[src/rtl/cap_pkg.sv]
package cap_pkg;
    typedef enum logic [1:0] {
        LN_EMPTY = 2'd0,
        LN_FILL  = 2'd1,
        LN_DONE  = 2'd2
    } lane_st_t;

    typedef enum logic {
        VS_WAIT_HIGH = 1'b0,
        VS_SEEN_HIGH = 1'b1
    } vs_st_t;
endpackage

[src/rtl/cap_vs_edge.sv]
module cap_vs_edge
    import cap_pkg::*;
(
    input  logic clk,
    input  logic rst_n,
    input  logic vs_i,
    output logic fall_o
);
    vs_st_t st_q, st_d;

    always_ff @(posedge clk or negedge rst_n) begin
        if (!rst_n) st_q <= VS_WAIT_HIGH;
        else        st_q <= st_d;
    end

    always_comb begin
        st_d   = st_q;
        fall_o = 1'b0;
        unique case (st_q)
            VS_WAIT_HIGH: if (vs_i) st_d = VS_SEEN_HIGH;
            VS_SEEN_HIGH: if (!vs_i) begin
                st_d   = VS_WAIT_HIGH;
                fall_o = 1'b1;
            end
            default: st_d = VS_WAIT_HIGH;
        endcase
    end

    AST_FALL_AFTER_HIGH: assert property (@(posedge clk) disable iff (!rst_n)
        fall_o |-> (!vs_i && $past(vs_i)));
endmodule

[src/rtl/cap_lane.sv]
module cap_lane
    import cap_pkg::*;
#(
    parameter int WORD_W = 16
) (
    input  logic              clk,
    input  logic              rst_n,
    input  logic              clr_i,
    input  logic              step_i,
    input  logic              bit_i,
    output logic [WORD_W-1:0] word_o
);
    localparam int CNT_W = $clog2(WORD_W + 1);

    lane_st_t          st_q, st_d;
    logic [CNT_W-1:0]  cnt_q, cnt_d;
    logic [WORD_W-1:0] word_q, word_d;

    always_ff @(posedge clk or negedge rst_n) begin
        if (!rst_n) begin
            st_q   <= LN_EMPTY;
            cnt_q  <= '0;
            word_q <= '0;
        end else begin
            st_q   <= st_d;
            cnt_q  <= cnt_d;
            word_q <= word_d;
        end
    end

    always_comb begin
        st_d   = st_q;
        cnt_d  = cnt_q;
        word_d = word_q;
        unique case (st_q)
            LN_EMPTY: if (step_i) begin
                word_d = {word_q[WORD_W-2:0], bit_i};
                cnt_d  = CNT_W'(1);
                st_d   = LN_FILL;
            end
            LN_FILL: if (step_i) begin
                word_d = {word_q[WORD_W-2:0], bit_i};
                cnt_d  = cnt_q + CNT_W'(1);
                if (cnt_q == CNT_W'(WORD_W - 1)) st_d = LN_DONE;
            end
            LN_DONE: ;
            default: st_d = LN_EMPTY;
        endcase
        if (clr_i) begin
            st_d   = LN_EMPTY;
            cnt_d  = '0;
            word_d = '0;
        end
    end

    assign word_o = word_q;

    AST_LANE_CLEAR: assert property (@(posedge clk) disable iff (!rst_n)
        clr_i |=> (word_q == '0 && st_q == LN_EMPTY));
    AST_LANE_SHIFT: assert property (@(posedge clk) disable iff (!rst_n)
        (step_i && !clr_i && st_q != LN_DONE) |=>
        (word_q == {$past(word_q[WORD_W-2:0]), $past(bit_i)}));
    AST_LANE_HOLD: assert property (@(posedge clk) disable iff (!rst_n)
        (st_q == LN_DONE && !clr_i) |=> $stable(word_q));
    AST_LANE_IDLE: assert property (@(posedge clk) disable iff (!rst_n)
        (!step_i && !clr_i) |=> $stable(word_q));
    AST_FULL_COUNT: assert property (@(posedge clk) disable iff (!rst_n)
        (st_q == LN_DONE) |-> (cnt_q == CNT_W'(WORD_W)));
endmodule

[src/rtl/cap_rd_mux.sv]
module cap_rd_mux #(
    parameter int WORD_W = 16,
    parameter int NLINES = 2
) (
    input  logic [NLINES*WORD_W-1:0] words_i,
    input  logic [1:0]               addr_i,
    output logic [WORD_W/2-1:0]      data_o
);
    localparam int BYTE_W = WORD_W / 2;

    logic [WORD_W-1:0] sel_word;

    always_comb begin
        sel_word = words_i[addr_i[1]*WORD_W +: WORD_W];
        data_o   = addr_i[0] ? sel_word[WORD_W-1 -: BYTE_W] : sel_word[BYTE_W-1:0];
    end
endmodule

[src/rtl/caption_dual_capture.sv]
module caption_dual_capture
    import cap_pkg::*;
#(
    parameter int WORD_W = 16
) (
    input  logic                clk,
    input  logic                rst_n,
    input  logic                slice_bit,
    input  logic                dclk_en,
    input  logic                line_sel,
    input  logic                vsync_sep,
    input  logic [1:0]          rd_addr,
    output logic [WORD_W/2-1:0] rd_data,
    output logic [WORD_W/2-1:0] main_hi,
    output logic [WORD_W/2-1:0] main_lo,
    output logic [WORD_W/2-1:0] sub_hi,
    output logic [WORD_W/2-1:0] sub_lo
);
    localparam int NLINES = 2;
    localparam int BYTE_W = WORD_W / 2;

    logic                     vs_fall;
    logic [NLINES*WORD_W-1:0] words;

    cap_vs_edge u_vs (
        .clk    (clk),
        .rst_n  (rst_n),
        .vs_i   (vsync_sep),
        .fall_o (vs_fall)
    );

    for (genvar g = 0; g < NLINES; g++) begin : g_lane
        logic step;
        assign step = dclk_en && (line_sel == 1'(g));
        cap_lane #(.WORD_W(WORD_W)) u_lane (
            .clk    (clk),
            .rst_n  (rst_n),
            .clr_i  (vs_fall),
            .step_i (step),
            .bit_i  (slice_bit),
            .word_o (words[g*WORD_W +: WORD_W])
        );
    end

    cap_rd_mux #(.WORD_W(WORD_W), .NLINES(NLINES)) u_rd (
        .words_i (words),
        .addr_i  (rd_addr),
        .data_o  (rd_data)
    );

    assign main_lo = words[BYTE_W-1:0];
    assign main_hi = words[WORD_W-1 -: BYTE_W];
    assign sub_lo  = words[WORD_W +: BYTE_W];
    assign sub_hi  = words[2*WORD_W-1 -: BYTE_W];

    AST_CLEAR_WINS: assert property (@(posedge clk) disable iff (!rst_n)
        (vs_fall && dclk_en) |=> (words == '0));
    AST_MAIN_UNTOUCHED: assert property (@(posedge clk) disable iff (!rst_n)
        (dclk_en && line_sel && !vs_fall) |=> $stable(words[WORD_W-1:0]));
    AST_SUB_UNTOUCHED: assert property (@(posedge clk) disable iff (!rst_n)
        (dclk_en && !line_sel && !vs_fall) |=> $stable(words[2*WORD_W-1:WORD_W]));
endmodule

[config.mk]
export PLATFORM = sky130hd
export DESIGN_NAME = caption_dual_capture
export DESIGN_NICKNAME = d
export VERILOG_FILES = /design/src/rtl/cap_pkg.sv /design/src/rtl/cap_vs_edge.sv /design/src/rtl/cap_lane.sv /design/src/rtl/cap_rd_mux.sv /design/src/rtl/caption_dual_capture.sv
export SDC_FILE = /design/constraint.sdc
export NUM_CORES = 1
export LEC_CHECK = 0
export BUFFER_PORTS_ARGS = -buffer_cell sky130_fd_sc_hd__buf_2
export CORE_AREA = 2 2 98 62
export DETAILED_ROUTE_END_ITERATION = 8
export DIE_AREA = 0 0 100 64
export GPL_TIMING_DRIVEN = 0
export PLACE_DENSITY_LB_ADDON = 0.12
export SLEW_MARGIN = 20
export SYNTH_ARGS = -nofsm -noshare
export SYNTH_HDL_FRONTEND = slang
export SYNTH_SLANG_ARGS = --single-unit
[constraint.sdc]
create_clock -name clk -period 2.5 [get_ports clk]
set_clock_uncertainty 0.05 [all_clocks]
set_input_delay 0.375 -clock clk [delete_from_list [all_inputs] [get_ports clk]]
set_output_delay 0.375 -clock clk [all_outputs]
set_load 0.01 [all_outputs]
After elaboration in Yosys (flattened, before gate mapping)
Cells that the tools add are included.
W data, S select, Z words.
{"block": "classes", "add_sub_neg": 2, "eq_ne": 14, "shift": 1, "n_mux": 28, "bitwise_logic": 1, "n_reduce_logical": 18}
{"op": "$mux W16", "count": 6}
{"op": "$shiftx A32 B6 Y16", "count": 1}
{"op": "$mux W5", "count": 6}
{"op": "$pmux W5 S2", "count": 2}
{"op": "$mux W2", "count": 8}
{"op": "$pmux W2 S3", "count": 2}
{"op": "$add A5 B1 Y5 const B", "count": 2}
{"op": "$eq A5 B4 Y1 const B", "count": 2}
{"op": "$ne A3 B2 Y1 const B", "count": 3}
{"op": "$mux W8", "count": 1}
{"op": "$reduce_and A4 Y1", "count": 2}
{"op": "$reduce_bool A2 Y1", "count": 4}
{"op": "$ne A3 B3 Y1 const B", "count": 2}
{"op": "$reduce_and A3 Y1", "count": 2}
{"op": "$reduce_bool A3 Y1", "count": 2}
{"op": "$eq A2 B1 Y1 const B", "count": 2}
{"op": "$eq A2 B2 Y1 const B", "count": 2}
{"op": "$logic_not A2 Y1", "count": 2}
{"op": "$reduce_and A2 Y1", "count": 2}
{"op": "$reduce_or A2 Y1", "count": 2}
{"op": "$mux W1", "count": 3}
{"op": "$ne A3 B1 Y1 const B", "count": 1}
{"op": "$logic_and A1 B1 Y1", "count": 2}
{"op": "$ne A2 B1 Y1 const B", "count": 1}
{"op": "other kinds (2)", "count": 2}
{"block": "totals", "reg_bits": 47, "input_bits": 8, "out_inout_bits": 40, "word_cells": 71}

Longest topological paths before layout
{"block": "depth", "word_depth": 5, "depth_mapped": 6, "mapped_depth_nobuf": 6}

Hierarchy
Synthesis repeated with hierarchy kept, for this count alone.
{"block": "unflattened", "hier_cells": 197, "area_unflattened_um2": 2204.6}
{"module": "cap_lane (g_lane[0].u_lane)", "instances": 1, "cells_each": 108, "area_each_um2": 1002.2, "seq_area_each_um2": 575.6}
{"module": "cap_lane (g_lane[1].u_lane)", "instances": 1, "cells_each": 75, "area_each_um2": 950.9, "seq_area_each_um2": 575.6}
{"module": "cap_rd_mux", "instances": 1, "cells_each": 10, "area_each_um2": 196.4, "seq_area_each_um2": 0.0}
{"module": "cap_vs_edge", "instances": 1, "cells_each": 2, "area_each_um2": 38.8, "seq_area_each_um2": 25.0}
{"module": "caption_dual_capture", "instances": 1, "cells_each": 2, "area_each_um2": 16.3, "seq_area_each_um2": 0.0}

Worst setup path after synthesis
Ideal clock, no wire load.
{"block": "synth_path", "kind": "flip-flop to flip-flop", "from": "register g_lane[1].u_lane.cnt_q[0]", "to": "register g_lane[1].u_lane.cnt_q[4]", "setup_time_ns": 0.079, "arrival_time_ns": 1.725, "t_required_ns": 2.371, "slack_ns": 0.646, "path_stages_with_launch": 6, "n_path_buf": 0, "synth_period_minus_slack_ns": 1.854, "cell_sequence": "dfrtp_1 > ha_1 > and3_1 > ha_1 > or4b_2 > mux2i_1"}
{"block": "synth_via", "elab_chain_cells": 4}
{"element": "start, declared", "line": "cap_lane.sv:16", "source": "logic [CNT_W-1:0] cnt_q, cnt_d;"}
{"element": "start signal, assigned", "line": "cap_lane.sv:26", "source": "cnt_q <= cnt_d;"}
{"element": "$add A5 B1 Y5", "line": "cap_lane.sv:43", "source": "cnt_d = cnt_q + CNT_W'(1);"}
{"element": "$mux W5", "line": "cap_lane.sv:41", "source": "LN_FILL: if (step_i) begin"}
{"element": "$pmux W5 S2", "line": "cap_lane.sv:35", "source": "unique case (st_q)"}
{"element": "$mux W5", "line": "cap_lane.sv:49", "source": "if (clr_i) begin"}
No other way between the ends. The select of a mux whose other input is x is not followed.
A chain may end at the register's enable or synchronous reset.

Worst setup path after layout
{"block": "layout_path", "from": "register u_vs.st_q", "to": "register g_lane[1].u_lane.cnt_q[4]"}
{"block": "layout_via", "elab_chain_cells": 3, "word_cells_on_any_way": 6, "classes_between": "eq/ne (2); mux (2); reduce/logical (2)"}
{"element": "start, declared", "line": "cap_vs_edge.sv:9", "source": "vs_st_t st_q, st_d;"}
{"element": "start signal, assigned", "line": "cap_vs_edge.sv:13", "source": "else st_q <= st_d;"}
{"element": "$mux W1 (*)", "line": "cap_vs_edge.sv:19", "source": "unique case (st_q)"}
{"element": "$ne A3 B3 Y1 (no source line) / $reduce_bool A3 Y1 (equally long branches)"}
{"element": "$reduce_and A3 Y1 (no source line)"}
Mark *: on every way between the ends. The rest lies on a longest branch, timed or not.

==> metrics.md <==
| Metric | Value |
|---|---|
| Run status | completed |
| Antenna Nets Post-Route | 0 |
| Global-route usage over all layers | 0.187 |
| Setup TNS | 0 ns |
| Final instance area | 0.00256 mm2 |
| Number of library cell types mapped by synthesis | 29 |
| Final weighted congestion in routability-driven placement | 0.750 |
| Critical path startpoint category | flip-flop |
| Row count | 21 |
| Y dimension of the die | 64 um |
| CP Data Arrival Time | 2.29 ns |
| Width of the die | 100 um |
| Core footprint | 0.00547 mm2 |
| Syn_area_per_cell | 11.0 um2 |
| Final Non-Filler Cells | 316 |
| Sequential standard cell area | 0.00118 mm2 |
| CTS Buf Count | 5 |
| Net Count, Synth | 207 |
| FFs w/ async S/R, synth | 1.00 |
| Number of synthesized flops with an enable pin | 0 |
| Port bufs | 45 |
| Unrepaired setup endpoints after global routing | no |
| Total vias in the final route | 1709 |
| Fill cell total of the finished layout | 530 |
| Layout net count | 259 |
| H-tree depth | 2 |
| Wire length of the first global-routing pass | 9.02 mm |
| Cells resized by post-CTS repair | 0 |
| Post-synthesis register bit count | 47 |
| Ratio of routed vias to standard cells | 5.41 |
| Worst hold margin | 0.0303 ns |
| Endpoint kind of the worst setup timing path | flip-flop |
| Detailed placer's ending HPWL | 3.80 mm |
| Sequential area share after synthesis | 0.547 |
| Number of hold buffers added after cts | 0 |
| Vias in the first global route | 1638 |
| DP Area | 0.00246 mm2 |
| Pin count of the biggest net entering global routing | 48 |
| Synthesized instance count | 195 |
| Crit-path max FO | 10 |
| Placed cell count | 309 |
| Reported max-cap violation count | 0 |
| Highest attainable clock frequency | 470 MHz |
| Critical Setup Path Class | reg -> reg |
| Number of endpoints with negative hold slack in the final report | 0 |
| Multi-input gate area | 905 um2 |
| TritonCTS clock tree | built |
| Max IR drop VDD | 0.213 mV |
| Count of routing violations after the opening detailed-route iteration | 93 |
| Pre-Repair DR Iteration Count | 4 |
| Congestion Overflow GR | 0 |
| Antenna cells | 0 |
| DRC viols | 0 |
| Pwr Density | 580 mW/mm2 |
| Crit share post-route | 0.851 |
| Area of the mapped netlist | 0.00215 mm2 |
| Pins over their slew limit | 0 |
| Worst hold path class | in -> async |
| Num Clock Sinks | 47 |
| Worst Tran Pin Value | 0.809 ns |
| Clock period minus worst slack | 2.13 ns |
| Worst Path Required | 2.67 ns |
| Dominant register cell in the synthesized netlist | dfrtp_1 |
| Count of pins on the block boundary | 48 |
| Root cell of the clock tree | clkbuf_8 |
| Antenna violations before repair | 0 |
| Share of post-route cells with drive strength above 1 | 0.259 |
| Detailed-route wire length | 5.38 mm |
| Initial Util | 0.393 |
| Clk slew on worst S/H paths | 0.09 ns |
| Synth-to-Final Area Change | 19.4% |
| Relative max-transition margin | 0.459 |
| Final core utilization | 0.469 |
| Insertion delay to the later sink of the worst-skew pair | 0.30 ns |
| Routed wire per std cell | 17.0 um |
| Area of the die | 0.00640 mm2 |
| Total setup buffers inserted after CTS | 0 |
| Number of failing setup endpoints in the final timing report | 0 |
| Clock tree buffer depth | 2 |
| Commonest non-fill, non-tap cells in the layout | 47 x buf_2, 47 x dfrtp_1, 37 x nand2_1 |
| Number of warning messages in the yosys log | 0 |
| Static leakage power | 1.24 nW |
-- through the flow --
step / total power, mW / worst slack [ns]
2_1_floorplan: 0.899 / 0.646
3_3_place_gp: 0.963 / 0.332
3_5_place_dp: 0.963 / 0.358
4_1_cts: 1.51 / 0.408
5_1_grt: 1.56 / 0.212
6_report: 1.49 / 0.373
-- Yosys cell counts, drive strengths merged, types with 2 or more instances --
cell	n	area, um2
clkbuf	9	33.8
inv	4	15.0
nor2	2	7.51
mux4	8	180
nand2	37	139
nand2b	2	12.5
nand4b	2	17.5
nand3	8	40.0
and3	3	18.8
or4b	2	20.0
ha	4	50.1
nor2b	4	25.0
a21oi	23	115
a22o	16	140
buf	4	18.8
o21ai	4	20.0
dfrtp	47	1180
nand3b	2	15.0
a31oi	5	31.3
-- cells by family after synthesis --
kind of cell,share of synthesized area
simple gates,0.156
buf+inv,0.0314
compound gates,0.154
flops,0.547
mux,0.0885
fa+ha+maj,0.0233
-- flip-flops by register name, summed over array words and instances, names as in the netlist --
register	flops
g_lane.u_lane.cnt_q	10
u_vs.st_q	1
g_lane.u_lane.word_o	32
g_lane.u_lane.st_q	4
-- worst max-delay path: stages (launching register included) --
cell	delay, ns
dfrtp_1	0.38
nor2b_1	0.12
buf_2	0.18
nor2_1	0.65
buf_2	0.44
mux2i_1	0.22
-- metal layers --
layer / part of all wire / GRT usage / vias to the layer above / wire, um
li1: - / - / 816 / -
met1: 0.55 / 0.315 / 833 / 2940
met2: 0.38 / 0.240 / 55 / 2070
met3: 0.063 / 0.0394 / 5 / 337
met4: 0.0058 / 0.0360 / 0 / 31
met5: 0 / 0 / - / 0
-- power by group --
part / switching, mW / leakage, nW / total, mW / internal [mW]
registers: 0.0187 / 0.644 / 0.800 / 0.781
logic: 0.0994 / 0.544 / 0.148 / 0.0490
clock network: 0.245 / 0.0513 / 0.539 / 0.293
-- path summary, 6_finish.rpt --
check                                               start                         end  slack (ns)  depth (start not counted)
worst min-delay path                                rst_n  g_lane[0].u_lane.word_o[0]        0.03                          1
worst max register to register                  u_vs.st_q   g_lane[1].u_lane.cnt_q[4]        0.37                          5
worst min register to register  g_lane[0].u_lane.cnt_q[0]   g_lane[0].u_lane.cnt_q[0]        0.48                          1
min in group clk                                vsync_sep                   u_vs.st_q        0.16                          1
worst max-delay path                            u_vs.st_q   g_lane[1].u_lane.cnt_q[4]        0.37                          5
max in group asynchronous                           rst_n  g_lane[0].u_lane.word_o[2]        1.96                          1
-- layout make-up --
type | instances | area share
flip-flops and latches | 47 | 0.459
repair buffers | 45 | 0.0888
multi-input cells | 131 | 0.353
clock buffers | 6 | 0.0283
well taps | 69 | 0.0337
inverters | 4 | 0.00585
clock inverters | 1 | 0.0117
plain buffers | 13 | 0.0205
No activity file was read; power rests on OpenSTA's default activity.
